$ cat src/rtl/pmp_rng_pkg.sv
package pmp_rng_pkg;

  typedef enum logic [1:0] {
    MATCH_OFF   = 2'd0,
    MATCH_TOR   = 2'd1,
    MATCH_NA4   = 2'd2,
    MATCH_NAPOT = 2'd3
  } match_mode_e;

  localparam int CFG_W    = 8;
  localparam int MODE_LSB = 3;

  function automatic match_mode_e cfg_mode(input logic [CFG_W-1:0] cfg);
    return match_mode_e'(cfg[MODE_LSB +: 2]);
  endfunction

endpackage

$ cat src/rtl/pmp_entry_decode.sv
module pmp_entry_decode
  import pmp_rng_pkg::*;
#(
  parameter int ADDR_W = 32,
  localparam int PA_W  = ADDR_W + 2
) (
  input  logic [CFG_W-1:0]  cfg,
  input  logic [ADDR_W-1:0] addr,
  input  logic [ADDR_W-1:0] prev_addr,
  output logic [PA_W-1:0]   lo,
  output logic [PA_W-1:0]   hi,
  output logic              active
);

  match_mode_e     mode;
  logic [PA_W-1:0] tor_base;
  logic [PA_W-1:0] tor_top;
  logic [PA_W-1:0] na4_base;
  logic [PA_W-1:0] pow_v;
  logic [PA_W-1:0] pow_inc;

  always_comb begin
    mode     = cfg_mode(cfg);
    tor_base = {prev_addr, 2'b00};
    tor_top  = {addr, 2'b00} - PA_W'(1);
    na4_base = {addr, 2'b00};
    pow_v    = {addr, 2'b11};
    pow_inc  = pow_v + PA_W'(1);
  end

  always_comb begin
    active = (mode != MATCH_OFF);
    unique case (mode)
      MATCH_OFF: begin
        lo = '0;
        hi = '1;
      end
      MATCH_TOR: begin
        if (tor_base > tor_top) begin
          lo = '0;
          hi = '0;
        end else begin
          lo = tor_base;
          hi = tor_top;
        end
      end
      MATCH_NA4: begin
        lo = na4_base;
        hi = na4_base + PA_W'(3);
      end
      default: begin
        lo = pow_v & pow_inc;
        hi = pow_v | pow_inc;
      end
    endcase
  end

endmodule

$ cat src/rtl/pmp_active_count.sv
module pmp_active_count #(
  parameter int NUM_ENTRIES = 16,
  localparam int CNT_W = $clog2(NUM_ENTRIES + 1)
) (
  input  logic [NUM_ENTRIES-1:0] active,
  output logic [CNT_W-1:0]       count
);

  always_comb begin
    count = '0;
    for (int k = 0; k < NUM_ENTRIES; k++) begin
      count = count + CNT_W'(active[k]);
    end
  end

endmodule

$ cat src/rtl/pmp_range_decode.sv
module pmp_range_decode
  import pmp_rng_pkg::*;
#(
  parameter int NUM_ENTRIES = 16,
  parameter int ADDR_W      = 32,
  localparam int PA_W  = ADDR_W + 2,
  localparam int CNT_W = $clog2(NUM_ENTRIES + 1)
) (
  input  logic                          clk,
  input  logic                          rst,
  input  logic [NUM_ENTRIES*CFG_W-1:0]  cfg_i,
  input  logic [NUM_ENTRIES*ADDR_W-1:0] addr_i,
  output logic [NUM_ENTRIES*PA_W-1:0]   rng_lo_o,
  output logic [NUM_ENTRIES*PA_W-1:0]   rng_hi_o,
  output logic [CNT_W-1:0]              active_cnt_o
);

  logic [NUM_ENTRIES*PA_W-1:0] lo_d;
  logic [NUM_ENTRIES*PA_W-1:0] hi_d;
  logic [NUM_ENTRIES-1:0]      act_d;
  logic [CNT_W-1:0]            cnt_d;

  for (genvar g = 0; g < NUM_ENTRIES; g++) begin : g_ent
    logic [ADDR_W-1:0] prev;
    if (g == 0) begin : g_first
      assign prev = '0;
    end else begin : g_rest
      assign prev = addr_i[(g-1)*ADDR_W +: ADDR_W];
    end

    pmp_entry_decode #(
      .ADDR_W(ADDR_W)
    ) u_dec (
      .cfg      (cfg_i[g*CFG_W +: CFG_W]),
      .addr     (addr_i[g*ADDR_W +: ADDR_W]),
      .prev_addr(prev),
      .lo       (lo_d[g*PA_W +: PA_W]),
      .hi       (hi_d[g*PA_W +: PA_W]),
      .active   (act_d[g])
    );
  end

  pmp_active_count #(
    .NUM_ENTRIES(NUM_ENTRIES)
  ) u_cnt (
    .active(act_d),
    .count (cnt_d)
  );

  always_ff @(posedge clk) begin
    if (rst) begin
      rng_lo_o     <= '0;
      rng_hi_o     <= '0;
      active_cnt_o <= '0;
    end else begin
      rng_lo_o     <= lo_d;
      rng_hi_o     <= hi_d;
      active_cnt_o <= cnt_d;
    end
  end

endmodule

$ cat config.mk
export PLATFORM = sky130hd
export DESIGN_NAME = pmp_range_decode
export DESIGN_NICKNAME = d
export VERILOG_FILES = /design/src/rtl/pmp_rng_pkg.sv /design/src/rtl/pmp_entry_decode.sv /design/src/rtl/pmp_active_count.sv /design/src/rtl/pmp_range_decode.sv
export SDC_FILE = /design/constraint.sdc
export NUM_CORES = 2
export LEC_CHECK = 0
export ABC_AREA = 1
export ABC_CLOCK_PERIOD_IN_PS = 4200
export BUFFER_PORTS_ARGS = -buffer_cell sky130_fd_sc_hd__buf_2
export CAP_MARGIN = 20
export CORE_AREA = 3 3 677 679
export DETAILED_ROUTE_END_ITERATION = 10
export DIE_AREA = 0 0 680 682
export PLACE_DENSITY = 0.32
export RECOVER_POWER = 100
export SYNTH_ARGS = -nofsm -noshare
export SYNTH_HDL_FRONTEND = slang
export SYNTH_SLANG_ARGS = --single-unit
$ cat constraint.sdc
create_clock -name clk -period 4.2 [get_ports clk]
set_input_delay 0.42 -clock clk [delete_from_list [all_inputs] [get_ports clk]]
set_output_delay 0.42 -clock clk [all_outputs]
set_load 0.02 [all_outputs]
==> impl_summary.md <==
Setup path
STA classifies the critical path startpoint as an input port. The number of buffer and inverter stages on the critical path is 4. Among the stages of the critical path, the cell type that occurs most often is fa_1. Traced cell by cell, the critical path runs through dlygate4sd3_1, buf_2, inv_1, nand2_1, ha_1, buf_12, fa_1, fa_1, fa_1, fa_1, fa_2, fa_2, o21ai_0, a21oi_1. The peak fanout along the critical path is 3. Grouping stages by cell kind, the critical path spends the most delay in adder cells. The cell at the slowest stage of the critical path is fa_1.

For the worst setup path, the data required time is 4980 ps. The worst endpoint data arrival time is 4900 ps. The critical path in this run is classified as in -> reg.

In this design, the stage delay of the slowest critical-path cell is ~570 ps. STA classifies the critical path endpoint as a register.

Global route
For this run the aggregate overflow at the end of global routing stands at 0. The most crowded layer after global routing is met2. The number of antenna violations at the first check in global routing is ~160.

The global-route total usage across every layer is 0.262. Entering global routing, the biggest net connects 102 pins. The first global-routing pass estimated ~870000 um of wire. The global routing usage on met3 is 0.0394. For met1 alone, demand over resource in global routing was 0.333. The number of global-route vias before repair is 105000. The met2 routing resource usage after global routing is 0.428.

Placed design
The final HPWL from detailed placement is 522000 um. The number of I/O port buffers is 1606. Summing all placed instances gives a cell area of 105000 sq um. The final weighted congestion of routability-driven global placement is 0.982. Prior to clock tree synthesis, the placed netlist has a worst setup slack of -324 ps.

Layout
After filler insertion, the fill cell instance count of the layout stands at ~53000. Summing all multi-input logic gate instances after layout gives 55600 sq um. Compared with the post-synthesis result, the final layout area differs by 29.6%. Of the cells placed in the final design, the portion with a size suffix greater than 1 is 0.114.

Summing all flip-flop and latch instances after layout gives 20900 sq um. With fillers left out, the area of the finished cells amounts to 111000 sq um. The final layout net count is 17200.

Detailed routing
The via count normalized by instance count is 4.86. The count of nets left with antenna violations after detail routing is 0. The routed length per placed instance is just under 30 um. The DRC violation total after the first TritonRoute iteration is between 9000 and 10000.

The overall routed net length is 638000 um. Before antenna repair, the detailed router went through 8 iterations. The number of vias after detailed routing is about 110k. After detailed routing, the number of remaining DRC violations is 0.

Clock tree
The number of clock buffers inserted by TritonCTS is 150. The TritonCTS clock tree is yes. The tree is rooted in a clkbuf_16.

The longest clock path from root to sink contains 4 buffers. The clock transition at the registers of the reported paths is 60 ps. The number of sinks handled by clock tree synthesis is 1045.

The H-tree level count is 4.

Floorplan
The total number of placement rows is 247. The floorplan step defined a die boundary enclosing between 400000 and 500000 sq um. Pin placement for this block handled 1735 I/O pins.

The core region is 452000 sq um. For this configuration, the core starts out at a cell density of 0.190. The die span in x is 680 um. The die is 682 um tall.

Worst hold path
Along the worst hold path, the cell count comes to 3. The worst min-delay path startpoint is addr_i[47]. The path with the worst hold slack has its endpoint at rng_lo_o[85]. The min-delay analysis places its worst path in the category in -> reg.

Power and ir drop
The analysis attributes to cell leakage a power of 48.2 nW. Across the VDD grid, the largest voltage drop is approximately 0.32 mV. The ratio of total power to cell area is 323 nW/um^2. Summing internal, switching and leakage power gives 36.0 mW.

STA
For the pin with the worst max-slew slack, the measured transition is roughly 2600 ps. The worst slew margin relative to its limit is -0.703. Setup violations remaining at the end of the flow were counted as 0.

The achievable clock frequency is between 0.2 and 0.25 GHz. The final period demand of the worst path is 4130 ps. The final number of hold-violating endpoints is 0. Setup repair after global routing left no endpoint under its margin. The final clock period utilization by the worst path is 0.982. The final count of pins violating max slew came to 58. The worst path meets setup with 73.9 ps of slack.

Yosys
Yosys mapped a number of flops with a built-in enable equal to 0. Of the synthesized area, sequential elements account for 0.243. The total of warnings raised by yosys is 0. Synthesis handed over a netlist of 14100 instances. dfxtp_1 takes more of the synthesized area than any other cell. Counting flops with an async set or reset pin after synthesis yields a share of 0. The most frequently used cell type in the post-synthesis netlist is nand2_1. The number of register bits inferred by synthesis is 1045. In the post-synthesis netlist, the biggest area contributors are dfxtp_1, nand2_1, nor2_1. The unique cell type count in the Yosys netlist is 57. By count the netlist is led by nand2_1, nor2_1, inv_1. After synthesis the cells add up to approximately 86000 sq um. The proportion of netlist area held by the largest area contributor is 0.243. Among all flip-flop cells after synthesis, the most frequent one is dfxtp_1.

The per-instance average area after synthesis is about 6 sq um.

Run status
The checks that failed: max-capacitance violations, max-slew violations. The flow ran to the end, but the final reports show violations.

Flow run
The count of max-cap constraint violations is 2.
stage by stage:
stage | instances | util | setup TNS [ps] | hold slack (ps)
2_1_floorplan | 14100 | - | 0 | 562
3_3_place_gp | 21500 | 0.231 | -1290 | 761
3_5_place_dp | 21500 | 0.231 | -1150 | 763
4_1_cts | 22100 | 0.250 | 0 | 0.167
5_1_grt | 22100 | 0.246 | 0 | 20.8
6_report | 22200 | 0.246 | 0 | 86.4
cell families (layout without fill, tap and decap cells):
logic type / Yosys count / count (layout) / synth area share
flip-flops: 1045 / 1045 / 0.243
AO/OA/AOI/OAI: 2020 / 2020 / 0.127
buffers and inverters: 2457 / 4477 / 0.115
adder cells (fa/ha/maj): 542 / 542 / 0.0797
XOR/XNOR: 391 / 391 / 0.0398
AND/OR/NAND/NOR: 7596 / 7597 / 0.395
other: 1 / 107 / 0.0000436
cells in the final DEF (no fill, tap or decap), types with 30 or more instances in the layout:
master,instances
xor2_1,377
diode_2,75
dfxtp_1,1045
clkbuf_1,1200
nand4_1,1179
nand2_2,40
dlygate4sd3_1,332
ha_1,530
nor2_4,58
nor3_1,435
o21ai_1,55
inv_1,1377
nand2_1,2720
buf_2,536
nor2_1,2350
nand3_2,30
buf_12,65
nor4_1,73
o21ai_0,391
a21oi_1,1226
inv_2,67
buf_4,604
nor2_2,98
nand3_1,551
conb_1,32
o21a_1,35
o31ai_1,204
clkbuf_16,152
sequential cells by signal, indices dropped and copies added, names as in the netlist:
register      flops
rng_hi_o        528
rng_lo_o        512
active_cnt_o      5
power breakdown:
| part | total [mW] | internal [mW] | leakage, nW | switching (mW) |
|---|---|---|---|---|
| sequential | 11.3 | 10.7 | 8.67 | 0.567 |
| clock | 14.0 | 8.30 | 2.54 | 5.67 |
| combinational | 10.8 | 2.99 | 37.0 | 7.77 |
| total | 36.0 | 22.0 | 48.2 | 14.0 |
timing repair:
| item | 4_1_cts | 5_1_grt |
|---|---|---|
| endpoints found under the setup margin | 0 | 5 |
| setup buffers | 0 | 1 |
| resized for setup | 0 | 7 |
| hold buffers | 332 | 0 |
| endpoints found under the hold margin | 383 | 0 |
tightest hold or removal path, delay by kind of cell:
family / cells / cell delay, ps
buffers and inverters: 1 / 210
AOI/OAI and AO/OA: 1 / 110
and+or+nand+nor: 1 / 200
final cells by class:
class,count,area share
clock buffers,198,0.0382
flip-flops and latches,1045,0.188
well taps,5976,0.0671
inverters,1457,0.0492
clock inverters,68,0.00876
diodes,75,0.00168
multi-input cells,10600,0.499
repair buffers,2754,0.148
metal layers:
metal,wire length (um),vias to the layer above
li1,-,50600
met1,274000,52000
met2,289000,4050
met3,36100,953
met4,38600,48
met5,329,-
worst max-delay path by stage:
stage / startpoint / slack [ps] / to / depth (start not counted)
after floorplan: cfg_i[4] / 30 / active_cnt_o[1] / 13
after global placement: cfg_i[4] / -380 / active_cnt_o[2] / 13
after detailed placement: cfg_i[4] / -320 / active_cnt_o[2] / 13
after CTS: cfg_i[12] / 140 / active_cnt_o[2] / 14
after global routing: cfg_i[12] / 2 / active_cnt_o[4] / 14
final: cfg_i[12] / 70 / active_cnt_o[2] / 14
Note: power is estimated with default switching activity, not from simulation.
